$ cat config.mk
export PLATFORM = sky130hd
export DESIGN_NAME = chk_node_unit
export DESIGN_NICKNAME = d
export VERILOG_FILES = /design/src/rtl/cnu_pkg.sv /design/src/rtl/cnu_ctrl.sv /design/src/rtl/cnu_dpath.sv /design/src/rtl/chk_node_unit.sv
export SDC_FILE = /design/constraint.sdc
export NUM_CORES = 1
export LEC_CHECK = 0
export BUFFER_PORTS_ARGS = -buffer_cell sky130_fd_sc_hd__buf_2
export CORE_AREA = 2 2 132 134
export DETAILED_ROUTE_END_ITERATION = 8
export DIE_AREA = 0 0 134 136
export PLACE_DENSITY_LB_ADDON = 0.08
export SYNTH_ARGS = -nofsm -noshare
export SYNTH_HDL_FRONTEND = slang
export SYNTH_SLANG_ARGS = --single-unit
$ cat constraint.sdc
create_clock -name clk -period 7.62 [get_ports clk]
set_clock_uncertainty 0.1 [all_clocks]
set_input_delay 1.524 -clock clk [delete_from_list [all_inputs] [get_ports clk]]
set_output_delay 1.524 -clock clk [all_outputs]
set_load 0.02 [all_outputs]
$ cat src/rtl/cnu_pkg.sv
package cnu_pkg;
  // Strobes from the control to the datapath for the current cycle.
  typedef struct packed {
    logic absorb;  // an edge is taken this cycle
    logic first;   // that edge opens a node
    logic close;   // that edge closes the node
  } cnuStrobe_t;
endpackage

$ cat src/rtl/cnu_ctrl.sv
module cnu_ctrl
  import cnu_pkg::*;
#(
  parameter int MAX_DEG = 32,
  localparam int CW = $clog2(MAX_DEG + 1)
) (
  input  logic          clk,
  input  logic          rstN,
  input  logic          inValid,
  input  logic          inLast,
  output cnuStrobe_t    stb,
  output logic [CW-1:0] edgeIdx,
  output logic [CW-1:0] outPtr,
  output logic          outValid,
  output logic          outLast
);
  logic [CW-1:0] inCnt;
  logic [CW-1:0] outLen;
  logic          outBusy;

  always_comb begin
    stb.absorb = inValid;
    stb.first  = inValid && (inCnt == '0);
    stb.close  = inValid && inLast;
  end

  assign edgeIdx  = inCnt;
  assign outValid = outBusy;
  assign outLast  = outBusy && (outPtr == (outLen - CW'(1)));

  // Input side: position of the next edge inside the current node.
  always_ff @(posedge clk or negedge rstN) begin
    if (!rstN) begin
      inCnt <= '0;
    end else if (stb.close) begin
      inCnt <= '0;
    end else if (stb.absorb) begin
      inCnt <= inCnt + CW'(1);
    end
  end

  // Output side: a node that closes reloads the playback, even in the
  // cycle where the previous playback ends.
  always_ff @(posedge clk or negedge rstN) begin
    if (!rstN) begin
      outBusy <= 1'b0;
      outLen  <= '0;
      outPtr  <= '0;
    end else if (stb.close) begin
      outBusy <= 1'b1;
      outLen  <= inCnt + CW'(1);
      outPtr  <= '0;
    end else if (outBusy) begin
      if (outPtr == (outLen - CW'(1))) begin
        outBusy <= 1'b0;
      end else begin
        outPtr <= outPtr + CW'(1);
      end
    end
  end
endmodule

$ cat src/rtl/cnu_dpath.sv
module cnu_dpath
  import cnu_pkg::*;
#(
  parameter int MSG_W   = 6,
  parameter int MAX_DEG = 32,
  localparam int CW = $clog2(MAX_DEG + 1)
) (
  input  logic             clk,
  input  logic             rstN,
  input  cnuStrobe_t       stb,
  input  logic [MSG_W-1:0] inMsg,
  input  logic             chainStart,
  input  logic [MSG_W-1:0] chanLlr,
  input  logic [CW-1:0]    edgeIdx,
  input  logic [CW-1:0]    outPtr,
  output logic [MSG_W-1:0] outMsg,
  output logic             bwdValid,
  output logic [MSG_W-1:0] bwdMsg
);
  localparam int MAG_W = MSG_W - 1;
  localparam int SLOTS = 1 << CW;
  localparam logic [MAG_W-1:0] MAGMAX  = '1;
  localparam logic [CW-1:0]    FWD_TAG = CW'(MAX_DEG);

  function automatic logic [MAG_W-1:0] magOf(input logic [MSG_W-1:0] v);
    logic [MSG_W-1:0] neg;
    neg = -v;
    if (!v[MSG_W-1])              return v[MAG_W-1:0];
    else if (v[MAG_W-1:0] == '0)  return MAGMAX;
    else                          return neg[MAG_W-1:0];
  endfunction

  function automatic logic [MSG_W-1:0] makeMsg(input logic sgn, input logic [MAG_W-1:0] mag);
    logic [MSG_W-1:0] pos;
    pos = {1'b0, mag};
    return sgn ? -pos : pos;
  endfunction

  function automatic logic [MSG_W-1:0] satAdd(input logic [MSG_W-1:0] a, input logic [MSG_W-1:0] b);
    logic [MSG_W:0] sum;
    sum = {a[MSG_W-1], a} + {b[MSG_W-1], b};
    if (sum[MSG_W] != sum[MSG_W-1]) return sum[MSG_W] ? {1'b1, {MAG_W{1'b0}}} : {1'b0, MAGMAX};
    return sum[MSG_W-1:0];
  endfunction

  // Running state of the node being taken in.
  logic [MAG_W-1:0] accMin1, accMin2, strMin;
  logic [CW-1:0]    accIdx;
  logic             accSign, strSign;
  logic [SLOTS-1:0] signVec;
  // Closed node being played back.
  logic [MAG_W-1:0] pbMin1, pbMin2;
  logic [CW-1:0]    pbIdx;
  logic             pbSign;
  logic [SLOTS-1:0] pbSigns;
  // Forward message carried along the zigzag chain.
  logic [MSG_W-1:0] fwdReg;

  logic [MSG_W-1:0] fwdIn;
  logic [MAG_W-1:0] bMin1, bMin2, bStrMin, edgeMag;
  logic [CW-1:0]    bIdx;
  logic             bSign, bStrSign, edgeSign;
  logic [MAG_W-1:0] nMin1, nMin2, nStrMin, lastMag, pbMag;
  logic [CW-1:0]    nIdx;
  logic             nSign, nStrSign;
  logic [MSG_W-1:0] lastExt, fwdNext;
  logic [SLOTS-1:0] signNext;

  always_comb begin
    fwdIn    = chainStart ? {1'b0, MAGMAX} : fwdReg;
    edgeMag  = magOf(inMsg);
    edgeSign = inMsg[MSG_W-1];
    if (stb.first) begin
      bMin1    = magOf(fwdIn);
      bMin2    = MAGMAX;
      bIdx     = FWD_TAG;
      bSign    = fwdIn[MSG_W-1];
      bStrMin  = MAGMAX;
      bStrSign = 1'b0;
    end else begin
      bMin1    = accMin1;
      bMin2    = accMin2;
      bIdx     = accIdx;
      bSign    = accSign;
      bStrMin  = strMin;
      bStrSign = strSign;
    end
    nMin1 = bMin1;
    nMin2 = bMin2;
    nIdx  = bIdx;
    if (edgeMag < bMin1) begin
      nMin2 = bMin1;
      nMin1 = edgeMag;
      nIdx  = edgeIdx;
    end else if (edgeMag < bMin2) begin
      nMin2 = edgeMag;
    end
    nSign    = bSign ^ edgeSign;
    nStrMin  = (edgeMag < bStrMin) ? edgeMag : bStrMin;
    nStrSign = bStrSign ^ edgeSign;
    // Extrinsic toward the right parity node, i.e. for the closing edge.
    lastMag = (nIdx == edgeIdx) ? nMin2 : nMin1;
    lastExt = makeMsg(nSign ^ edgeSign, lastMag);
    fwdNext = satAdd(lastExt, chanLlr);
    // Playback of the closed node.
    pbMag  = (outPtr == pbIdx) ? pbMin2 : pbMin1;
    outMsg = makeMsg(pbSign ^ pbSigns[outPtr], pbMag);
  end

  for (genvar g = 0; g < SLOTS; g++) begin : g_sign
    assign signNext[g] = (stb.absorb && (edgeIdx == CW'(g))) ? edgeSign : signVec[g];
  end

  always_ff @(posedge clk or negedge rstN) begin
    if (!rstN) begin
      accMin1  <= '0;
      accMin2  <= '0;
      accIdx   <= '0;
      accSign  <= 1'b0;
      strMin   <= '0;
      strSign  <= 1'b0;
      signVec  <= '0;
      pbMin1   <= '0;
      pbMin2   <= '0;
      pbIdx    <= '0;
      pbSign   <= 1'b0;
      pbSigns  <= '0;
      fwdReg   <= '0;
      bwdValid <= 1'b0;
      bwdMsg   <= '0;
    end else begin
      bwdValid <= stb.close;
      if (stb.absorb) begin
        accMin1 <= nMin1;
        accMin2 <= nMin2;
        accIdx  <= nIdx;
        accSign <= nSign;
        strMin  <= nStrMin;
        strSign <= nStrSign;
        signVec <= signNext;
      end
      if (stb.close) begin
        pbMin1  <= nMin1;
        pbMin2  <= nMin2;
        pbIdx   <= nIdx;
        pbSign  <= nSign;
        pbSigns <= signNext;
        fwdReg  <= fwdNext;
        bwdMsg  <= makeMsg(nStrSign, nStrMin);
      end
    end
  end
endmodule

$ cat src/rtl/chk_node_unit.sv
module chk_node_unit
  import cnu_pkg::*;
#(
  parameter int MSG_W   = 6,
  parameter int MAX_DEG = 32
) (
  input  logic             clk,
  input  logic             rstN,
  input  logic             inValid,
  input  logic [MSG_W-1:0] inMsg,
  input  logic             inLast,
  input  logic             chainStart,
  input  logic [MSG_W-1:0] chanLlr,
  output logic             outValid,
  output logic [MSG_W-1:0] outMsg,
  output logic             outLast,
  output logic             bwdValid,
  output logic [MSG_W-1:0] bwdMsg
);
  localparam int CW = $clog2(MAX_DEG + 1);

  cnuStrobe_t    stb;
  logic [CW-1:0] edgeIdx;
  logic [CW-1:0] outPtr;

  cnu_ctrl #(.MAX_DEG(MAX_DEG)) u_ctrl (
    .clk(clk), .rstN(rstN), .inValid(inValid), .inLast(inLast),
    .stb(stb), .edgeIdx(edgeIdx), .outPtr(outPtr),
    .outValid(outValid), .outLast(outLast)
  );

  cnu_dpath #(.MSG_W(MSG_W), .MAX_DEG(MAX_DEG)) u_dpath (
    .clk(clk), .rstN(rstN), .stb(stb), .inMsg(inMsg),
    .chainStart(chainStart), .chanLlr(chanLlr), .edgeIdx(edgeIdx),
    .outPtr(outPtr), .outMsg(outMsg), .bwdValid(bwdValid), .bwdMsg(bwdMsg)
  );
endmodule

======== After elaboration in Yosys (flattened, before gate mapping) ========
Cells that the tools add are included.
storage, ports and cells
  register bits ........................... 200
  input bits .............................. 17
  output and inout port bits .............. 15
  word-level logic and storage cells ...... 275
cells by class
  add/subtract/negate cells ............... 9
  magnitude comparators ................... 4
  equal/unequal tests ..................... 68
  muxes and demuxes ....................... 99
  bitwise gates (word level) .............. 4
  reductions and logical operators ........ 72
operators by type and width
  operator                                                                       number
  6-bit equality test (second input constant)                                    32
  6-bit by 5-bit equality test with 1-bit output (second input constant)         16
  6-bit two-way mux                                                              14
  1-bit two-way mux                                                              71
  1-bit logical AND                                                              66
  5-bit two-way mux                                                              13
  6-bit by 4-bit equality test with 1-bit output (second input constant)         8
  6-bit by 3-bit equality test with 1-bit output (second input constant)         4
  6-bit equality test                                                            3
  5-bit negation with 6-bit output                                               3
  5-bit less-than comparator                                                     3
  6-bit by 1-bit adder with 6-bit output (second input constant)                 2
  6-bit by 2-bit equality test with 1-bit output (second input constant)         2
  5-bit zero test                                                                2
  5-bit negation                                                                 2
  6-bit by 6-bit adder with 7-bit output                                         1
  6-bit by 7-bit less-than comparator with 1-bit output (second input constant)  1
  1-bit binary-select mux with 6-bit select                                      1
  6-bit by 1-bit equality test with 1-bit output (second input constant)         1
  6-bit zero test                                                                1
  6-bit by 1-bit subtractor with 6-bit output (second input constant)            1
  2-bit nonzero test                                                             2
  1-bit XOR                                                                      4
  2-bit by 1-bit != test with 1-bit output (second input constant)               1
  other kinds (2)                                                                2

======== Longest topological paths before layout ========
Gate-level depths: netlist (run 1).
  depth in word-level cells ............... 15
  gate-level depth with buffers ........... 29
  gate-level depth less buffers ........... 26

======== By module ========
Synthesis (run 1) repeated with hierarchy kept, for this count alone.
unflattened totals
  cell total of the unflattened synthesis .. 939
  area total of the unflattened synthesis .. 10588.9 µm²
by module, submodules not included
  module     instances  cells each  area an instance (µm²)  seq. area each (µm²)
  cnu_dpath  1          820         9499.1                  4529.3
  cnu_ctrl   1          119         1089.8                  475.5

======== Worst setup path after synthesis (run 1) ========
Ideal clock, no wire load.
  path type ............................... input -> register
  start ................................... input port inValid
  end ..................................... register u_dpath.fwdReg[0]
  library setup time ...................... 0.133 ns
  arrival ................................. 6.522 ns
  data required time ...................... 7.387 ns
  path slack .............................. 0.865 ns
  cell stages on the path ................. 26
  path buffers ............................ 2
  cell sequence ........................... or3b_4 -> nor2_1 -> buf_2 -> buf_1 -> nor2_1 -> a21oi_1 -> inv_1 -> ha_1 -> nand2_1 -> o21a_1 -> o21ai_0 -> o21ai_2 -> nor2_4 -> mux2i_1 -> ha_1 -> nor2_1 -> a21oi_1 -> ha_1 -> a21o_1 -> a21o_1 -> a21oi_1 -> mux2i_1 -> o21ai_0 -> a22oi_1 -> mux2i_1 -> o21ai_0
on the way
  longest elaborated chain between the ends .. 12
  elaborated cells between the ends (all ways) .. 24
  those cells by class .................... 2 x add/sub; 2 x order compare; 2 x eq/ne; 14 x mux; 2 x bitwise; 2 x reduce/logical
RTL lines
  what                                                      RTL line                           source
  from (decl)                                               chk_node_unit.sv:9                 input logic inValid,
  1-bit logical AND                                         cnu_ctrl.sv:23                     stb.first = inValid && (inCnt == '0);
  5-bit two-way mux                                         cnu_dpath.sv:73                    if (stb.first) begin
  5-bit less-than comparator (on tied branches)             cnu_dpath.sv:91, cnu_dpath.sv:95
  6-bit two-way mux or 5-bit two-way mux (tied branches)    cnu_dpath.sv:91, cnu_dpath.sv:95
  6-bit equality test or 5-bit two-way mux (tied branches)  cnu_dpath.sv:102, cnu_dpath.sv:91
  5-bit two-way mux                                         cnu_dpath.sv:102                   lastMag = (nIdx == edgeIdx) ? nMin2 : nMin1;
  5-bit negation with 6-bit output                          cnu_dpath.sv:36                    return sgn ? -pos : pos;
  6-bit two-way mux                                         cnu_dpath.sv:36
  6-bit by 6-bit adder with 7-bit output                    cnu_dpath.sv:41                    sum = {a[MSG_W-1], a} + {b[MSG_W-1], b};
  6-bit two-way mux or 1-bit != test (tied branches)        cnu_dpath.sv:42                    if (sum[MSG_W] != sum[MSG_W-1]) return sum[MSG_W] ? {1'b1, {MAG_W{1'b0}}} : {1'b0, MAGMAX};
  6-bit two-way mux or 1-bit two-way mux (tied branches)    cnu_dpath.sv:42
  6-bit two-way mux                                         cnu_dpath.sv:43                    return sum[MSG_W-1:0];
  to (signal assigned)                                      cnu_dpath.sv:148                   fwdReg <= fwdNext;
  to (decl)                                                 cnu_dpath.sv:57                    logic [MSG_W-1:0] fwdReg;
Several ways; a longest one is shown, not always the timed one. The select of a mux whose other input is x is not followed.
A chain may end at the register's enable or synchronous reset.

======== Final worst setup path (run 1) ========
  start ................................... input port inValid
  end ..................................... register u_dpath.fwdReg[3]
The elaborated chain is that of the path after synthesis.

==> summary.txt, run 1 <==
Logic synthesis
  – Adder-cell share of the synthesized area: 0.03658
  – Asr flop ratio synth: 1.000
  – Compound-Gate Fraction of Synth Area: 0.07663
  – Most used DFF post-synth: dfrtp_1
  – YS warnings: 0
  – Mapped Cells: around 1100
  – Proportion of synthesized area in mux cells: 0.1517
  – Synth unique cells: 60
  – Main combinational cell family by area after synthesis: simple AND/OR/NAND/NOR gates
  – Syn Nets: around 1100
  – Area leader, netlist: dfrtp_1
  – Sequential-to-total area share from yosys stat: 0.4782
  – XOR/XNOR share of the synthesized area: 0.03670
  – Number of synthesized flops with an enable pin: 0
  – Post-Synth Simple-Gate Area: 0.1851
  – Post-synthesis instance area: 10470 um2
  – Syn avg cell area: approximately 9.7 um2
  – Top post-synthesis cells by area: dfrtp_1 48%, nand2_1 10%, mux2_2 7.9%
  – Yosys reg bits: 200
  – Share of Yosys cell area claimed by the top area cell type: 0.4782

Clock network
  – Hold-fix buffers at CTS: 0
  – CTS Buffer Depth: 2
  – CTS root buf: clkbuf_16
  – Cts repair resizes: 0
  – Postcts setup bufs: 0
  – Worst skew pair latency: ~440 ps
  – Worst-path clk slew: approximately 70 ps
  – Num CTS Buffers: 17
  – CTS tree: built
  – Clock Sinks: 200
  – Htree depth: 4

Global routing
  – Gr ovfl total: 0
  – Largest net degree at the start of global routing: about 130
  – Vias in the first global route: ~7400
  – GR Util All Layers: 0.2743
  – First-pass GRT wire length: approximately 39 mm
  – Initial antenna violation count: 0

Power and ir drop
  – LEAKAGE: around 5.5 nW
  – Pwr per Cell Area: approximately 340 nW/um2
  – Peak VDD IR: 0.2637 mV
  – PnR Total Power: roughly 3.9 mW

STA
  – RSZ-0062 raised after global routing: false
  – Max-slew headroom: 0.3183
  – Final setup violation count: 0
  – Minimum clock period: ~6900 ps
  – Fin crit share: 0.9038
  – Final Hold Viols: 0
  – Setup tns final: 0 ps
  – Worst-margin pin slew: between 1000 and 1500 ps
  – Final Max Slew Viols: 0
  – Fmax: between 0.1 and 0.15 GHz

Setup path
  – Crit Path Class: in2reg
  – CP startpoint kind: primary input
  – CP endpoint kind: register
  – Worst Path Arrival: 7080 ps
  – Critical path's top delay family: compound AO/OA/AOI/OAI gates
  – Crit-path max FO: 17
  – CP max stage delay: roughly 550 ps
  – Buf/Inv on CP: 3
  – CP max stage cell: a22oi_1
  – Critical Path RT: around 7800 ps
  – Top cell by count, worst path: nor2_1

Finish
  – # fillers: about 1300
  – Commonest non-fill, non-tap cell in the layout: nand2_1
  – Final net count: between 1000 and 1500
  – Layout cells sized above 1: 0.1741
  – Most frequent cells in the layout: 282 x nand2_1, 200 x dfrtp_1, 116 x nor2_1
  – Antenna diodes: 0
  – Area Overhead vs Synth: 8.608%

Die
  – Die area: 18220 um2
  – Top Ports: 32
  – Die extent in x: around 130 um
  – Core Region: around 17000 um2
  – Die height: 136 um
  – Initial Util: 0.6202
  – Cell row count: 48

Placed design
  – Global placement routability congestion: around 0.9
  – IO buf count: 31
  – DPL Wire Length: 15.61 mm

Route
  – DRC Markers: 0
  – Initial DRC count: 653
  – WL/cell: approximately 18 um
  – Routed wire length: ~24 mm
  – Pre-antenna DRT Iters: 7
  – Vias/cell: about 5.7
  – Antenna viol nets, final: 0
  – Via count: roughly 7600

Hold path
  – Hold Path Class: reg2reg

Job
  – Max Cap Viol: 0

Status
  – Status: completed
-- layer usage --
metal | global-route usage | vias up | part of all wire
met3 | 0.04922 | 36 | 0.051
met5 | 0 | - | 0
met2 | 0.4117 | 178 | 0.45
li1 | - | 3637 | -
met1 | 0.4121 | 3720 | 0.48
met4 | 0.07861 | 0 | 0.017
-- synthesized netlist by cell type, types with 3 or more instances --
cell type	number
nand2_1	283
dfrtp_1	200
nor2_1	116
mux2_2	73
o21ai_0	45
a21oi_1	39
clkbuf_1	38
xnor2_1	31
mux2i_1	30
ha_1	29
inv_1	27
mux4_2	20
nand3_1	12
nor3_1	12
xor2_1	11
buf_1	10
buf_2	9
a31oi_1	7
nor2b_1	7
a22o_1	5
and2_1	5
o22ai_1	5
o31ai_1	5
a21o_1	4
nand2b_1	4
buf_6	3
nand4_1	3
nor3b_2	3
o21a_1	3
o21ai_1	3
or2_2	3
or3_1	3
-- final cells by class --
cell class                      count  area, um2  share of cell area
Clock buffer                       19      442.9             0.03897
Clock inverter                     13      140.1             0.01233
Inverter                           29      108.9            0.009576
Multi-Input combinational cell    795       5105              0.4491
Sequential cell                   200       5005              0.4403
Tap cell                          225      281.5             0.02477
Timing Repair Buffer               47      284.0             0.02499
-- final timing paths --
path,slack [ps],depth (start not counted),endpoint,start
setup / recovery,730,26,u_dpath.fwdReg[3]$_DFFE_PN0P_,inValid
hold / removal,370,2,u_dpath.pbSigns[26]$_DFFE_PN0P_,u_dpath.pbSigns[26]$_DFFE_PN0P_
setup reg to reg,1050,27,u_dpath.fwdReg[3]$_DFFE_PN0P_,u_ctrl.edgeIdx[1]$_DFFE_PN0P_
hold reg to reg,370,2,u_dpath.pbSigns[26]$_DFFE_PN0P_,u_dpath.pbSigns[26]$_DFFE_PN0P_
max in group asynchronous,4670,2,u_dpath.bwdMsg[4]$_DFFE_PN0P_,rstN
min in group asynchronous,1060,1,u_dpath.fwdReg[4]$_DFFE_PN0P_,rstN
-- where the power goes --
| group | leakage (nW) | internal (mW) | total, mW | switching, mW |
|---|---|---|---|---|
| Sequential | 2.64 | 1.24 | 1.41 | 0.172 |
| Clock | 0.282 | 0.470 | 0.894 | 0.424 |
| Combinational | 2.54 | 0.662 | 1.55 | 0.892 |
-- kinds of logic (layout without fill, tap and decap cells) --
| family | Yosys count | in the layout |
|---|---|---|
| compound gates | 133 | 133 |
| xor+xnor | 43 | 43 |
| fa+ha+maj | 30 | 30 |
| buf+inv | 89 | 108 |
| flops | 200 | 200 |
| mux | 124 | 124 |
| simple gates | 465 | 465 |
-- sequential cells by signal, indices dropped and copies added, names as in the netlist, 5 cells and up --
register and count:
u_dpath.pbMin1 5, u_dpath.accMin1 5, u_dpath.fwdReg 6, u_ctrl.edgeIdx 6
u_dpath.pbIdx 6, u_dpath.accMin2 5, u_ctrl.outLen 6, u_ctrl.outPtr 6
u_dpath.accIdx 6, u_dpath.pbSigns 64, u_dpath.strMin 5, u_dpath.signVec 64
u_dpath.bwdMsg 6, u_dpath.pbMin2 5
-- worst reg2reg max path, delay by kind of cell (launching register included) --
kind                     cells  cell delay, ps
AO/OA/AOI/OAI               11            2130
buffers and inverters        3             560
adder cells (fa/ha/maj)      4            1350
multiplexers                 3             720
flip-flops                   1             470
AND/OR/NAND/NOR              6            1090
-- through the flow --
stage | instances | cell area [um2] | hold WS [ps] | utilization | setup slack [ps]
final | 1328 | 11370 | 371.7 | 0.6736 | 732.7
after global routing | 1328 | 11370 | 394.7 | 0.6736 | 204.9
after CTS | 1328 | 11360 | 374.7 | 0.6733 | 590.2
after detailed placement | 1296 | 10780 | 356.6 | 0.6388 | 143.2
after global placement | 1296 | 10780 | 352.2 | 0.6388 | 267.5
after floorplan | 1084 | 10470 | 340.3 | - | 864.6
(Power assumes the default switching activity.)
==> inputs of run 2 (changes only) <==
--- a/config.mk
+++ b/config.mk
@@ -9,7 +9,7 @@
 export CORE_AREA = 2 2 132 134
 export DETAILED_ROUTE_END_ITERATION = 8
 export DIE_AREA = 0 0 134 136
-export PLACE_DENSITY_LB_ADDON = 0.08
+export PLACE_DENSITY = 0.8
 export SYNTH_ARGS = -nofsm -noshare
 export SYNTH_HDL_FRONTEND = slang
 export SYNTH_SLANG_ARGS = --single-unit
==> run 2 against run 1 <==
Effect of this change: sequential share of layout area grew 0.13 points; first-iteration DRC count shrank 11%; largest power group unchanged; final area shrank 0.30%; register-to-register slack gained 30 ps.
==> summary.txt, run 2 (synthesized netlist as in run 1, its figures left out) <==
Global routing
  – Initial antenna violation count: 0
  – GR Util All Layers: 0.2701
  – Largest net degree at the start of global routing: ~130
  – Gr ovfl total: 0
  – First-pass GRT wire length: just under 40 mm
  – Vias in the first global route: roughly 7700

Hold path
  – Hold depth: 2
  – Hold Path Class: reg2reg

Die
  – Cell row count: 48
  – Die area: 18220 um2
  – Core Region: 16880 um2
  – Die extent in x: between 100 and 150 um
  – Top Ports: 32
  – Initial Util: 0.6202
  – Die height: 136 um

Finish
  – Final net count: 1134
  – Commonest non-fill, non-tap cell in the layout: nand2_1
  – Top Registers: u_dpath.pbSigns x64, u_dpath.signVec x64
  – # fillers: between 1000 and 1500
  – Most frequent cells in the layout: 282 x nand2_1, 200 x dfrtp_1, 116 x nor2_1
  – Design Area, Final: between 10000 and 15000 um2
  – Layout cells sized above 1: 0.1697
  – Antenna diodes: 0
  – Finished Layout Cells: 1321
  – Area Overhead vs Synth: 8.285%

Job
  – Max Cap Viol: 0

STA
  – Final Max Slew Viols: 0
  – Fin crit share: 0.9141
  – Worst-margin pin slew: 1063 ps
  – RSZ-0062 raised after global routing: false
  – Final Hold Viols: 0
  – Setup tns final: 0 ps
  – Fmax: about 0.14 GHz
  – Max-slew headroom: 0.2901
  – Minimum clock period: roughly 7000 ps
  – Final setup violation count: 0

Setup path
  – Critical Path RT: about 7800 ps
  – CP max stage cell: a22oi_1
  – Top cell by count, worst path: a21oi_1
  – CP max stage delay: 520 ps
  – Worst Path Arrival: a little over 7000 ps
  – CP endpoint kind: register
  – CP startpoint kind: primary input
  – R2R depth: 27
  – Crit-path max FO: 37
  – Crit Path Class: in2reg

Placed design
  – Placed Area: approximately 11000 um2
  – DPL Wire Length: between 15 and 20 mm
  – Global placement routability congestion: approximately 0.88
  – Cell count after placement: about 1300
  – IO buf count: 31

Clock network
  – CTS tree: built
  – Worst skew pair latency: 430 ps
  – Hold-fix buffers at CTS: 0
  – CTS root buf: clkbuf_16
  – Htree depth: 4
  – Cts repair resizes: 0
  – Postcts setup bufs: 0
  – Num CTS Buffers: 17
  – CTS Buffer Depth: 2
  – Clock Sinks: 200
  – Worst-path clk slew: approximately 70 ps

Route
  – Routed wire length: roughly 23 mm
  – Wl on met1: 10.60 mm
  – Top sig layer: met4
  – Initial DRC count: between 500 and 600
  – Vias/cell: ~6
  – DRC Markers: 0
  – Pre-antenna DRT Iters: 6
  – Routed wl met2: about 11 mm
  – WL/cell: 17.52 um
  – Met3 Routed Length: 1.205 mm
  – Via count: 7726
  – Antenna viol nets, final: 0

Power and ir drop
  – Pwr per Cell Area: about 340 nW/um2
  – Peak VDD IR: around 0.31 mV
  – LEAKAGE: approximately 5.4 nW

Status
  – Status: completed
==> run 2: cell types whose count changed in the layout (fill, tap and decap cells not counted), sizes merged <==
| cell | delta |
|---|---|
| bufinv | +1 |
| clkinv | -5 |
| buf | -3 |
==> run 2: cell type report <==
type | count | area, um2 | area share
clock buffers | 19 | 452.9 | 0.03996
flip-flops and latches | 200 | 5005 | 0.4416
repair buffers | 44 | 261.5 | 0.02307
well taps | 225 | 281.5 | 0.02484
multi-input cells | 795 | 5105 | 0.4504
clock inverters | 9 | 118.9 | 0.01049
inverters | 29 | 108.9 | 0.009605
==> run 2: metrics by stage <==
step	total power [mW]	worst slack [ps]	hold WS, ps	utilization
4_1_cts	3.865	554.0	375.4	0.6713
2_1_floorplan	2.576	864.6	340.3	-
3_5_place_dp	2.967	86.17	358.1	0.6375
5_1_grt	4.117	137.7	395.0	0.6716
3_3_place_gp	2.920	357.7	352.7	0.6375
6_report	3.860	654.4	373.3	0.6716
==> run 2: critical path: cells and delay by family <==
kind / cells / cell delay (ps)
AO/OA/AOI/OAI: 14 / 2770
buffers and inverters: 3 / 540
multiplexers: 2 / 480
adder cells (fa/ha/maj): 3 / 820
AND/OR/NAND/NOR: 4 / 990
==> run 2: path summary, 6_finish.rpt <==
| check | start | to | slack [ps] |
|---|---|---|---|
| worst max-delay path | inValid | u_dpath.fwdReg[3]$_DFFE_PN0P_ | 650 |
| worst min-delay path | u_dpath.bwdMsg[1]$_DFFE_PN0P_ | u_dpath.bwdMsg[1]$_DFFE_PN0P_ | 370 |
| worst max register to register | u_ctrl.edgeIdx[0]$_DFFE_PN0P_ | u_dpath.fwdReg[3]$_DFFE_PN0P_ | 1080 |
| worst min register to register | u_dpath.bwdMsg[1]$_DFFE_PN0P_ | u_dpath.bwdMsg[1]$_DFFE_PN0P_ | 370 |
| max in group asynchronous | rstN | u_dpath.signVec[34]$_DFFE_PN0P_ | 4800 |
| min in group asynchronous | rstN | u_dpath.pbSigns[36]$_DFFE_PN0P_ | 1170 |
==> run 2: power by group <==
part,total (mW),internal [mW],switching (mW),leakage [nW]
logic,1.56,0.658,0.901,2.52
clock network,0.895,0.499,0.396,0.275
registers,1.41,1.24,0.168,2.64
total,3.86,2.40,1.47,5.44
==> run 2: layer usage <==
| layer | GRT usage | vias to the layer above |
|---|---|---|
| li1 | - | 3634 |
| met1 | 0.3857 | 3828 |
| met2 | 0.4197 | 225 |
| met3 | 0.05705 | 39 |
| met4 | 0.08274 | 0 |
| met5 | 0 | - |
==> inputs of run 3 (changes only) <==
--- a/config.mk
+++ b/config.mk
@@ -6,10 +6,11 @@
 export NUM_CORES = 1
 export LEC_CHECK = 0
 export BUFFER_PORTS_ARGS = -buffer_cell sky130_fd_sc_hd__buf_2
-export CORE_AREA = 2 2 132 134
+export CORE_AREA = 2 2 130 132
+export CTS_BUF_LIST = sky130_fd_sc_hd__clkbuf_8
 export DETAILED_ROUTE_END_ITERATION = 8
-export DIE_AREA = 0 0 134 136
-export PLACE_DENSITY = 0.8
+export DIE_AREA = 0 0 132 134
+export PLACE_DENSITY = 0.82
 export SYNTH_ARGS = -nofsm -noshare
 export SYNTH_HDL_FRONTEND = slang
 export SYNTH_SLANG_ARGS = --single-unit
==> run 3 against run 2 <==
Effect of this change: critical path type unchanged; non-clock buffer count is 2 lower; maximum frequency fell by 1.8%; worst hold slack gained 6.6 ps; clock power is 19% lower; die area decreased by 2.9%; global-route usage up 0.093 points; largest power group unchanged; worst setup slack worse by 130 ps; highest routed layer unchanged; sequential power hardly changed; routed wire length shrank 1.3%; final area down 1.5%; register-to-register slack lost 90 ps; power is 3.9% lower.
==> summary.txt, run 3 (synthesized netlist as in run 1, its figures left out) <==
Finish
  – Commonest non-fill, non-tap cell in the layout: nand2_1
  – Finished Layout Cells: approximately 1300
  – # fillers: about 1200
  – Multi-input gate area: about 5100 um2
  – Most frequent cells in the layout: 282 x nand2_1, 200 x dfrtp_1, 116 x nor2_1
  – Final net count: 1132
  – Area Overhead vs Synth: 6.706%
  – Fin util: 0.6856
  – FF/Latch Area: 5005 um2
  – Layout cells sized above 1: 0.1696
  – Antenna diodes: 0
  – Top Registers: u_dpath.pbSigns x64, u_dpath.signVec x64

Status
  – Status: completed

STA
  – Setup tns final: 0 ps
  – Fin crit share: 0.9313
  – Final setup violation count: 0
  – Final Max Slew Viols: 0
  – Final Hold Viols: 0
  – RSZ-0062 raised after global routing: false
  – Fmax: 0.1409 GHz
  – Worst-margin pin slew: between 1000 and 1500 ps
  – Max-slew headroom: 0.2517
  – Hold_ws: 380.0 ps
  – Minimum clock period: 7096 ps

Die
  – Top Ports: 32
  – Die extent in x: 132 um
  – Die height: ~130 um
  – Cell row count: between 40 and 50
  – Die area: between 15000 and 20000 um2
  – Core Region: approximately 16000 um2
  – Initial Util: 0.6425

Placed design
  – DPL Wire Length: 15.07 mm
  – IO buf count: 31
  – Global placement routability congestion: 0.9157
  – Cell count after placement: 1286

Setup path
  – Critical Path RT: a little under 8000 ps
  – CP endpoint kind: register
  – Worst-case register-to-register setup slack: 990 ps
  – Worst setup endpoint: u_dpath.fwdReg[4]$_DFFE_PN0P_
  – CP startpoint kind: primary input
  – CP max stage delay: between 700 and 800 ps
  – Crit-path max FO: 13
  – R2R Path Start: u_ctrl.edgeIdx[1]$_DFFE_PN0P_
  – Reg2reg end: u_dpath.fwdReg[4]$_DFFE_PN0P_
  – R2R depth: 27
  – Crit Path Class: in2reg
  – Worst Path Arrival: between 7000 and 8000 ps
  – Critical Path Start: inMsg[0]
  – CP max stage cell: a21oi_1
  – Top cell by count, worst path: ha_1

Job
  – Max Cap Viol: 0

Clock network
  – Clock Sinks: 200
  – CTS Buffer Depth: 2
  – CTS root buf: clkbuf_8
  – Htree depth: 4
  – Worst skew pair latency: about 460 ps
  – Postcts setup bufs: 0
  – CTS tree: built
  – Num CTS Buffers: 17
  – Hold-fix buffers at CTS: 0
  – Worst-path clk slew: about 100 ps
  – Cts repair resizes: 0

Power and ir drop
  – PnR Total Power: approximately 3.7 mW
  – Internal power: between 2 and 2.5 mW
  – Pwr per Cell Area: between 300 and 400 nW/um2
  – NetSw: between 1 and 1.5 mW
  – Clock power share: 0.196
  – Peak VDD IR: roughly 0.31 mV
  – Sequential group share of total power: 0.383
  – Switching Fraction: 0.3909
  – Comb power frac: 0.422
  – LEAKAGE: 5.371 nW

Route
  – Pre-antenna DRT Iters: 5
  – Vias/cell: 5.839
  – WL/cell: 17.35 um
  – Initial DRC count: 631
  – DRC Markers: 0
  – Via count: between 7000 and 8000
  – Routed wire length: 22.85 mm
  – Antenna viol nets, final: 0

Global routing
  – Initial antenna violation count: 0
  – Largest net degree at the start of global routing: roughly 130
  – Gr ovfl total: 0
  – Vias in the first global route: 7633
  – GR Util All Layers: 0.2710
  – First-pass GRT wire length: roughly 38 mm

Hold path
  – Hold Path Class: reg2reg
==> run 3: cell count changes in the layout (fill, tap and decap cells not counted), moves of 2 or more <==
cell	before	now
buf_4	13	11
clkbuf_16	17	0
clkbuf_8	3	22
clkinv_2	0	2
clkinv_4	1	3
inv_6	4	1
==> run 3: worst min path at each step <==
stage	endpoint	from	slack, ps	cells after the start
2_1_floorplan	u_dpath.pbSigns[10]$_DFFE_PN0P_	u_dpath.pbSigns[10]$_DFFE_PN0P_	340	2
3_3_place_gp	u_dpath.pbSigns[22]$_DFFE_PN0P_	u_dpath.pbSigns[22]$_DFFE_PN0P_	350	2
3_5_place_dp	u_dpath.pbSigns[19]$_DFFE_PN0P_	u_dpath.pbSigns[19]$_DFFE_PN0P_	360	2
4_1_cts	u_dpath.pbSigns[19]$_DFFE_PN0P_	u_dpath.pbSigns[19]$_DFFE_PN0P_	380	2
5_1_grt	u_dpath.pbSigns[55]$_DFFE_PN0P_	u_dpath.pbSigns[55]$_DFFE_PN0P_	400	2
6_report	u_dpath.pbSigns[19]$_DFFE_PN0P_	u_dpath.pbSigns[19]$_DFFE_PN0P_	380	2
==> run 3: layout make-up <==
cell class / count / share of cell area
Multi-Input combinational cell: 795 / 0.4568
Sequential cell: 200 / 0.4481
Clock buffer: 21 / 0.02588
Tap cell: 220 / 0.02465
Timing Repair Buffer: 42 / 0.02207
Clock inverter: 10 / 0.01277
Inverter: 29 / 0.009747
==> run 3: power by group through the flow <==
stage | clock [mW] | combinational [mW] | sequential [mW]
final | 0.726 | 1.56 | 1.42
after detailed placement | 0 | 1.55 | 1.44
after global routing | 0.775 | 1.73 | 1.45
after global placement | 0 | 1.49 | 1.43
after CTS | 0.733 | 1.56 | 1.42
after floorplan | 0 | 1.22 | 1.36
==> run 3: worst max-delay path: cells and delay by family <==
kind	cells	cell delay (ps)
compound gates	10	2530
mux	2	500
fa+ha+maj	4	940
simple gates	6	1440
buf+inv	3	370
==> run 3: layer usage <==
metal / track usage / vias to the layer above / share of wire
met3: 0.05896 / 45 / 0.053
li1: - / 3634 / -
met1: 0.3924 / 3784 / 0.45
met5: 0 / - / 0
met2: 0.4126 / 227 / 0.48
met4: 0.08877 / 0 / 0.020
==> run 3: stage by stage <==
| stage | instance area, um2 | worst slack [ps] |
|---|---|---|
| after floorplan | 10470 | 864.6 |
| after global routing | 11170 | 2.877 |
| after CTS | 11170 | 555.8 |
| after global placement | 10740 | 354.5 |
| after detailed placement | 10740 | 47.17 |
| final | 11170 | 523.9 |
